<file path="config.mk">
export PLATFORM = sky130hd
export DESIGN_NAME = spi_fault_watch
export DESIGN_NICKNAME = d
export VERILOG_FILES = /design/src/rtl/spi_fault_pkg.sv /design/src/rtl/spi_sig_sync.sv /design/src/rtl/spi_xfer_track.sv /design/src/rtl/spi_fault_core.sv /design/src/rtl/spi_fault_watch.sv
export SDC_FILE = /design/constraint.sdc
export NUM_CORES = 1
export LEC_CHECK = 0
export ABC_AREA = 1
export BUFFER_PORTS_ARGS = -buffer_cell sky130_fd_sc_hd__buf_2
export CAP_MARGIN = 15
export CORE_AREA = 2 2 39 41
export CTS_CLUSTER_DIAMETER = 100
export DETAILED_ROUTE_END_ITERATION = 6
export DIE_AREA = 0 0 41 43
export SLEW_MARGIN = 20
export SYNTH_ARGS = -nofsm -noshare
export SYNTH_HDL_FRONTEND = slang
export SYNTH_SLANG_ARGS = --single-unit
</file>
<file path="constraint.sdc">
create_clock -name clk -period 2.4 [get_ports clk]
set_input_delay 0.36 -clock clk [delete_from_list [all_inputs] [get_ports clk]]
set_output_delay 0.36 -clock clk [all_outputs]
set_load 0.02 [all_outputs]
</file>
<file path="src/rtl/spi_fault_pkg.sv">
package spi_fault_pkg;
  // Number of flops in the pin synchronizer
  parameter int SYNC_DEPTH = 2;
  // Recovery actions issued on a master fault
  parameter int NUM_REC = 4;
  localparam int REC_SPE = 0;
  localparam int REC_TXE = 1;
  localparam int REC_CNT = 2;
  localparam int REC_PIN = 3;

  typedef enum logic [0:0] {
    XF_IDLE = 1'b0,
    XF_RUN  = 1'b1
  } xfer_state_e;

  typedef struct packed {
    logic ss_n;
    logic sck;
  } pin_pair_t;
endpackage

</file>
<file path="src/rtl/spi_sig_sync.sv">
module spi_sig_sync #(
  parameter int W = 2,
  parameter int STAGES = 2,
  parameter logic [W-1:0] RST_VAL = '0
) (
  input  logic         clk,
  input  logic         rst,
  input  logic [W-1:0] d,
  output logic [W-1:0] q
);
  logic [W-1:0] chain [STAGES];

  genvar i;
  generate
    for (i = 0; i < STAGES; i++) begin : g_stage
      if (i == 0) begin : g_first
        always_ff @(posedge clk) begin
          if (rst) chain[0] <= RST_VAL;
          else     chain[0] <= d;
        end
      end else begin : g_next
        always_ff @(posedge clk) begin
          if (rst) chain[i] <= RST_VAL;
          else     chain[i] <= chain[i-1];
        end
      end
    end
  endgenerate

  assign q = chain[STAGES-1];
endmodule

</file>
<file path="src/rtl/spi_xfer_track.sv">
module spi_xfer_track
  import spi_fault_pkg::*;
(
  input  logic clk,
  input  logic rst,
  input  logic slave_mode,
  input  logic cpha,
  input  logic cpol,
  input  logic ss_s,
  input  logic ss_fall,
  input  logic ss_rise,
  input  logic sck_s,
  input  logic xfer_active,
  output logic in_prog
);
  xfer_state_e state;
  logic        seen_act;
  logic        start;
  logic        sck_idle;

  assign sck_idle = (sck_s == cpol);
  // Phase 1 opens on clock leaving idle, phase 0 on select falling
  assign start = cpha ? (!ss_s && !sck_idle) : ss_fall;

  always_ff @(posedge clk) begin
    if (rst || !slave_mode) begin
      state    <= XF_IDLE;
      seen_act <= 1'b0;
    end else begin
      case (state)
        XF_IDLE: begin
          if (start) begin
            state    <= XF_RUN;
            seen_act <= xfer_active;
          end
        end
        XF_RUN: begin
          if (ss_rise) begin
            state    <= XF_IDLE;
            seen_act <= 1'b0;
          end else if (seen_act && !xfer_active && sck_idle) begin
            state    <= XF_IDLE;
            seen_act <= 1'b0;
          end else begin
            seen_act <= seen_act | xfer_active;
          end
        end
        default: state <= XF_IDLE;
      endcase
    end
  end

  assign in_prog = (state == XF_RUN);
endmodule

</file>
<file path="src/rtl/spi_fault_core.sv">
module spi_fault_core
  import spi_fault_pkg::*;
(
  input  logic               clk,
  input  logic               rst,
  input  logic               master_sel,
  input  logic               fault_en,
  input  logic               err_ie,
  input  logic               ss_s,
  input  logic               ss_rise,
  input  logic               in_prog,
  input  logic               stat_rd,
  input  logic               ctrl_wr,
  output logic               flag,
  output logic               irq,
  output logic [NUM_REC-1:0] rec
);
  logic master_hit, slave_hit, set_c, clr_c, flag_d, armed;

  assign master_hit = master_sel && fault_en && !ss_s;
  assign slave_hit  = !master_sel && fault_en && ss_rise && in_prog;
  assign set_c      = master_hit || slave_hit;
  assign clr_c      = ctrl_wr && armed;

  always_comb begin
    flag_d = flag;
    if (clr_c) flag_d = 1'b0;
    if (set_c) flag_d = 1'b1;
  end

  always_ff @(posedge clk) begin
    if (rst) begin
      flag  <= 1'b0;
      armed <= 1'b0;
      irq   <= 1'b0;
    end else begin
      flag <= flag_d;
      irq  <= flag_d && err_ie;
      if (stat_rd && flag) armed <= 1'b1;
      else if (ctrl_wr)    armed <= 1'b0;
    end
  end

  genvar k;
  generate
    for (k = 0; k < NUM_REC; k++) begin : g_rec
      always_ff @(posedge clk) begin
        if (rst) rec[k] <= 1'b0;
        else     rec[k] <= master_hit && !flag;
      end
    end
  endgenerate
endmodule

</file>
<file path="src/rtl/spi_fault_watch.sv">
module spi_fault_watch
  import spi_fault_pkg::*;
(
  input  logic clk,
  input  logic rst,
  input  logic master_sel,
  input  logic fault_en,
  input  logic err_ie,
  input  logic cpha,
  input  logic cpol,
  input  logic ss_n_in,
  input  logic sck_in,
  input  logic xfer_active,
  input  logic stat_rd,
  input  logic ctrl_wr,
  output logic fault_flag,
  output logic fault_irq,
  output logic spe_clr,
  output logic txe_set,
  output logic cnt_clr,
  output logic pin_release
);
  localparam int PW = $bits(pin_pair_t);

  pin_pair_t          raw, synced;
  logic               ss_q, ss_fall, ss_rise, in_prog;
  logic [NUM_REC-1:0] rec;

  assign raw.ss_n = ss_n_in;
  assign raw.sck  = sck_in;

  spi_sig_sync #(
    .W(PW), .STAGES(SYNC_DEPTH), .RST_VAL(PW'(2'b10))
  ) u_sync (
    .clk(clk), .rst(rst), .d(raw), .q(synced)
  );

  always_ff @(posedge clk) begin
    if (rst) ss_q <= 1'b1;
    else     ss_q <= synced.ss_n;
  end

  assign ss_fall = ss_q && !synced.ss_n;
  assign ss_rise = !ss_q && synced.ss_n;

  spi_xfer_track u_track (
    .clk(clk), .rst(rst), .slave_mode(!master_sel), .cpha(cpha),
    .cpol(cpol), .ss_s(synced.ss_n), .ss_fall(ss_fall),
    .ss_rise(ss_rise), .sck_s(synced.sck), .xfer_active(xfer_active),
    .in_prog(in_prog)
  );

  spi_fault_core u_core (
    .clk(clk), .rst(rst), .master_sel(master_sel), .fault_en(fault_en),
    .err_ie(err_ie), .ss_s(synced.ss_n), .ss_rise(ss_rise),
    .in_prog(in_prog), .stat_rd(stat_rd), .ctrl_wr(ctrl_wr),
    .flag(fault_flag), .irq(fault_irq), .rec(rec)
  );

  assign spe_clr     = rec[REC_SPE];
  assign txe_set     = rec[REC_TXE];
  assign cnt_clr     = rec[REC_CNT];
  assign pin_release = rec[REC_PIN];
endmodule

</file>
==> flow_metrics.env, run 1 <==
export IMPL_syn_to_final_growth_pct=23.4
export IMPL_end_kind="output pin"
export IMPL_die_area_sq_um=1760
export IMPL_hold_class="primary input to flop"
export IMPL_dr_pass1_iters=2
export IMPL_postSynthCellCount=60
export IMPL_stdcell_count=94
export IMPL_overflow=0
export IMPL_netlist_area_sq_um=465
export IMPL_die_h_microns=43
export IMPL_slew_limit_headroom=0.854
export IMPL_drt_iter0_markers=2
export IMPL_holdWs_ns=0.274
export IMPL_p_leak_uw=0.000301
export IMPL_cp_start_kind="flop"
export IMPL_setup_tns_final_ns=0
export IMPL_critical_path_slowest_cell="dfxtp_1"
export IMPL_initial_core_util=0.336
export IMPL_max_stage_delay_ns=0.37
export IMPL_ys_seq_area_frac=0.473
export IMPL_cap_violations=0
export IMPL_hold_buffers=0
export IMPL_timing_fmax_ghz=0.847
export IMPL_num_antenna_cells=0
export IMPL_drive_gt1_frac=0.346
export IMPL_cts_htree_levels=1
export IMPL_ant_nets=0
export IMPL_routed_via_density=4.23
export IMPL_dieWidth_microns=41
export IMPL_postCtsResizedCells=0
export IMPL_cts_buffers=3
export IMPL_grt_pass1_wl_microns=1160
export IMPL_hold_viol_final=0
export IMPL_rsz0062_at_grt="no"
export IMPL_place_hpwl_microns=617
export IMPL_ys_warnings_count=0
export IMPL_synthTopCellsByArea="dfxtp_1 (47%), nand2_1 (8.9%), inv_1 (8.1%)"
export IMPL_crit_buf_inv=1
export IMPL_synth_top_area_cell="dfxtp_1"
export IMPL_wl_microns=778
export IMPL_fillCellCount=155
export IMPL_drcViolationCount=0
export IMPL_vias=398
export IMPL_cts_root_buf="clkbuf_4"
export IMPL_path_max_fanout=4
export IMPL_power_density_nw_per_um2=600
export IMPL_synth_fp_nets=72
export IMPL_grt_start_max_net_pins=9
export IMPL_slew_violations=0
export IMPL_setup_viol=0
export IMPL_cts_sinks=11
export IMPL_ff_latch_area_sq_um=220
export IMPL_portBuffers=17
export IMPL_insertion_delay_ns=0.27
export IMPL_num_io_pins=18
export IMPL_placedCellCount=90
export IMPL_place_congestion=0.723
export IMPL_min_period_ns=1.18
export IMPL_placeableCoreArea_sq_um=1380
export IMPL_globalRouteTotalUtil=0.106
export IMPL_arrival_ns=0.82
export IMPL_status="finished, final reports clean"
export IMPL_wl_per_cell_microns=8.28
export IMPL_clock_path_buffers=2
export IMPL_worst_slew_pin_slew_ns=0.218
export IMPL_fin_nets=91
export IMPL_path_cells="buf_2"
export IMPL_synthDistinctLibCells=16
export IMPL_antenna_found_initial=0
export IMPL_cts_tree="yes"
export IMPL_multiInputGateArea_sq_um=181
export IMPL_rrSetupSlack_ns=1.41
export IMPL_crit_required_ns=2.04
export IMPL_grt_pass1_vias=303
export IMPL_synth_top_area_frac=0.473
export IMPL_finClkSkew_ns=0.00684
export IMPL_period_share=0.492
export IMPL_placementRows=14
export IMPL_critPathKind="flop to output pin"
export IMPL_ir_drop_v=0.000275
export IMPL_syn_avg_cell_area_sq_um=7.76
export IMPL_synth_seq_cells=11
export IMPL_cts_setup_buffers=0
export IMPL_cts_clk_slew_worst_paths_ns=0.07
export IMPL_cpLargestDelayFamily="flip-flops"
area by class of cell:
type,count,share of cell area
Tap cell,16,0.0349
Timing Repair Buffer,17,0.148
Multi-Input combinational cell,35,0.316
Sequential cell,11,0.383
Inverter,11,0.0719
Clock buffer,4,0.0458
per-stage QoR:
stage | utilization | cell area, sq um | power (uW) | setup slack, ns
floorplan | - | 465 | 210 | 1.40
global placement | 0.396 | 548 | 224 | 1.40
detailed placement | 0.396 | 548 | 224 | 1.36
CTS | 0.415 | 574 | 351 | 1.21
global route | 0.415 | 574 | 367 | 1.18
finish | 0.415 | 574 | 345 | 1.22
registers in the layout, indices dropped and copies added, names as in the netlist:
| register | cells |
|---|---|
| ss_q | 1 |
| u_core.armed | 1 |
| u_core.flag | 1 |
| u_core.irq | 1 |
| u_core.rec | 1 |
| u_sync.chain | 4 |
| u_track.in_prog | 1 |
| u_track.seen_act | 1 |
cell usage after synthesis:
master	number
o21bai_1	1
a21boi_1	1
a21oi_1	2
or2_4	1
inv_1	10
nand2_1	11
nor3_1	1
or2_2	2
inv_2	1
nor2_2	1
buf_4	3
nor2_1	6
dfxtp_1	11
nand3_1	7
o21ai_2	1
nor3_4	1
cells in the final DEF, fill, tap and decap left out, types with 2 or more instances in the layout:
master    count
dfxtp_1      11
inv_1        10
clkbuf_4      3
or2_2         2
a21oi_1       2
nand2_1      11
nand3_1       7
buf_2        17
nor2_1        6
metal layers:
metal,part of all wire,GRT usage
met3,0.051,0.0471
met4,0.026,0.100
met2,0.50,0.150
met1,0.42,0.109
met5,0,0
power breakdown:
group          total (uW)  internal [uW]  switching (uW)  leakage, uW
registers             190            188            2.25    0.0000898
clock network         125           64.3            60.3    0.0000150
logic                30.1           13.9            16.2     0.000196
total                 345            266            78.7     0.000301
cells by family (layout without fill, tap and decap cells):
logic type | count (synthesis) | count (layout) | share of synthesized area
simple gates | 30 | 30 | 0.317
buf+inv | 14 | 32 | 0.137
flops | 11 | 11 | 0.473
compound gates | 5 | 5 | 0.0726
final timing paths:
check                           startpoint                       endpoint  depth (start not counted)
min                                ss_n_in  u_sync.chain[0][1]$_SDFF_PP1_                          2
max reg2reg  u_sync.chain[1][1]$_SDFF_PP1_  u_track.seen_act$_SDFFE_PP0P_                          6
max                 u_core.flag$_SDFF_PP0_                     fault_flag                          1
min reg2reg  u_sync.chain[0][0]$_SDFF_PP0_  u_sync.chain[1][0]$_SDFF_PP0_                          2
Power figures use the tool's default switching activity.
==> inputs of run 2 (changes only) <==
- clock period: 2.4 -> 1.05 ns (I/O delays scaled with it)
==> run 2 against run 1 <==
  * Cell count did not move
  * Non-clock buffer count is the same
  * Sequential cell count stayed put
  * Design area rose by 0.22%
  * Register-to-register slack got worse by 1.3 ns
  * Combinational power increased by 130%
  * Critical endpoint unchanged
  * Sequential power up 130%
  * Worst setup slack got worse by 1.2 ns
==> flow_metrics.env, run 2 (synthesized netlist as in run 1, its figures left out) <==
export IMPL_wl_microns=714
export IMPL_drcViolationCount=0
export IMPL_portBuffers=17
export IMPL_drt_iter0_markers=1
export IMPL_setup_viol=0
export IMPL_finClkSkew_ns=0.00362
export IMPL_cts_buffers=3
export IMPL_place_congestion=0.672
export IMPL_slew_violations=0
export IMPL_layout_commonest_cell="buf_2"
export IMPL_antenna_found_initial=0
export IMPL_placeableCoreArea_sq_um=1380
export IMPL_drive_gt1_frac=0.359
export IMPL_ir_drop_v=0.000671
export IMPL_overflow=0
export IMPL_p_leak_uw=0.000301
export IMPL_place_area_sq_um=548
export IMPL_critical_path_slowest_cell="dfxtp_1"
export IMPL_stdcell_area_sq_um=576
export IMPL_num_io_pins=18
export IMPL_hold_class="primary input to flop"
export IMPL_cp_depth=1
export IMPL_crit_required_ns=0.89
export IMPL_worst_slew_pin_slew_ns=0.186
export IMPL_rrSetupSlack_ns=0.09
export IMPL_die_h_microns=43
export IMPL_ant_nets=0
export IMPL_path_cells="buf_2"
export IMPL_dr_pass1_iters=2
export IMPL_clock_path_buffers=2
export IMPL_wl_per_cell_microns=7.60
export IMPL_stdcell_count=94
export IMPL_end_kind="output pin"
export IMPL_regMostFlops="u_sync.chain"
export IMPL_path_max_fanout=4
export IMPL_cpLargestDelayFamily="flip-flops"
export IMPL_fin_nets=91
export IMPL_final_setup_worst_slack_ns=0.0693
export IMPL_hold_viol_final=0
export IMPL_slew_limit_headroom=0.876
export IMPL_routed_via_density=4.07
export IMPL_timing_fmax_ghz=1.02
export IMPL_critPathKind="flop to output pin"
export IMPL_crit_buf_inv=1
export IMPL_dieWidth_microns=41
export IMPL_max_stage_delay_ns=0.38
export IMPL_power_density_nw_per_um2=1360
export IMPL_insertion_delay_ns=0.26
export IMPL_num_antenna_cells=0
export IMPL_grt_pass1_vias=306
export IMPL_status="finished, final reports clean"
export IMPL_vias=383
export IMPL_setup_tns_final_ns=0
export IMPL_grt_pass1_wl_microns=1190
export IMPL_cts_setup_buffers=0
export IMPL_place_hpwl_microns=569
export IMPL_syn_to_final_growth_pct=23.7
export IMPL_grt_start_max_net_pins=9
export IMPL_cts_clk_slew_worst_paths_ns=0.07
export IMPL_cts_root_buf="clkbuf_4"
export IMPL_arrival_ns=0.82
export IMPL_cp_start_kind="flop"
export IMPL_cap_violations=0
export IMPL_min_path_cells=2
export IMPL_placementRows=14
export IMPL_largest_reg_flops=4
export IMPL_die_area_sq_um=1760
export IMPL_layout_common_cells="buf_2 (17), nand2_1 (11), inv_1 (10), dfxtp_1 (10), nand3_1 (7)"
export IMPL_pre_cts_slack_ns=0.0757
export IMPL_cts_tree="yes"
export IMPL_period_share=0.934
export IMPL_initial_core_util=0.336
export IMPL_placedCellCount=90
export IMPL_cts_htree_levels=1
export IMPL_globalRouteTotalUtil=0.109
export IMPL_finish_utilization=0.416
export IMPL_min_period_ns=0.981
export IMPL_reg2reg_depth=6
export IMPL_cts_sinks=11
-- run 2: timing repair --
item	4_1_cts	5_1_grt
hold buffers	0	0
endpoints found under the hold margin	0	0
gates resized for setup	0	1
setup endpoints to repair	0	1
-- run 2: path summary, 6_finish.rpt --
kind                                  from                             to
min reg2reg  u_sync.chain[0][0]$_SDFF_PP0_  u_sync.chain[1][0]$_SDFF_PP0_
max reg2reg  u_sync.chain[1][1]$_SDFF_PP1_  u_track.seen_act$_SDFFE_PP0P_
max                 u_core.flag$_SDFF_PP0_                     fault_flag
min                                ss_n_in  u_sync.chain[0][1]$_SDFF_PP1_
-- run 2: per-stage QoR --
stage	hold WS [ns]	total power, uW
global route	0.0563	839
finish	0.0733	783
detailed placement	0.342	512
CTS	0.0637	796
global placement	0.341	512
floorplan	0.227	480
-- run 2: layout make-up --
cell class | count | area, sq um
Fill cell | 155 | 808
Sequential cell | 11 | 221
Multi-Input combinational cell | 35 | 181
Timing Repair Buffer | 17 | 85.1
Inverter | 11 | 41.3
Clock buffer | 4 | 26.3
Tap cell | 16 | 20.0
-- run 2: power by group --
group / internal (uW) / leakage (uW) / total (uW) / switching [uW]
registers: 429 / 0.0000894 / 434 / 5.30
logic: 31.9 / 0.000196 / 67.9 / 36.0
clock network: 147 / 0.0000150 / 281 / 134
-- run 2: per-layer routing --
metal / part of all wire / wire length (microns) / vias up / track usage
li1: - / - / 216 / -
met1: 0.47 / 339 / 157 / 0.123
met2: 0.46 / 330 / 8 / 0.138
met3: 0.041 / 29 / 2 / 0.0471
met4: 0.021 / 15 / 0 / 0.120
met5: 0 / 0 / - / 0
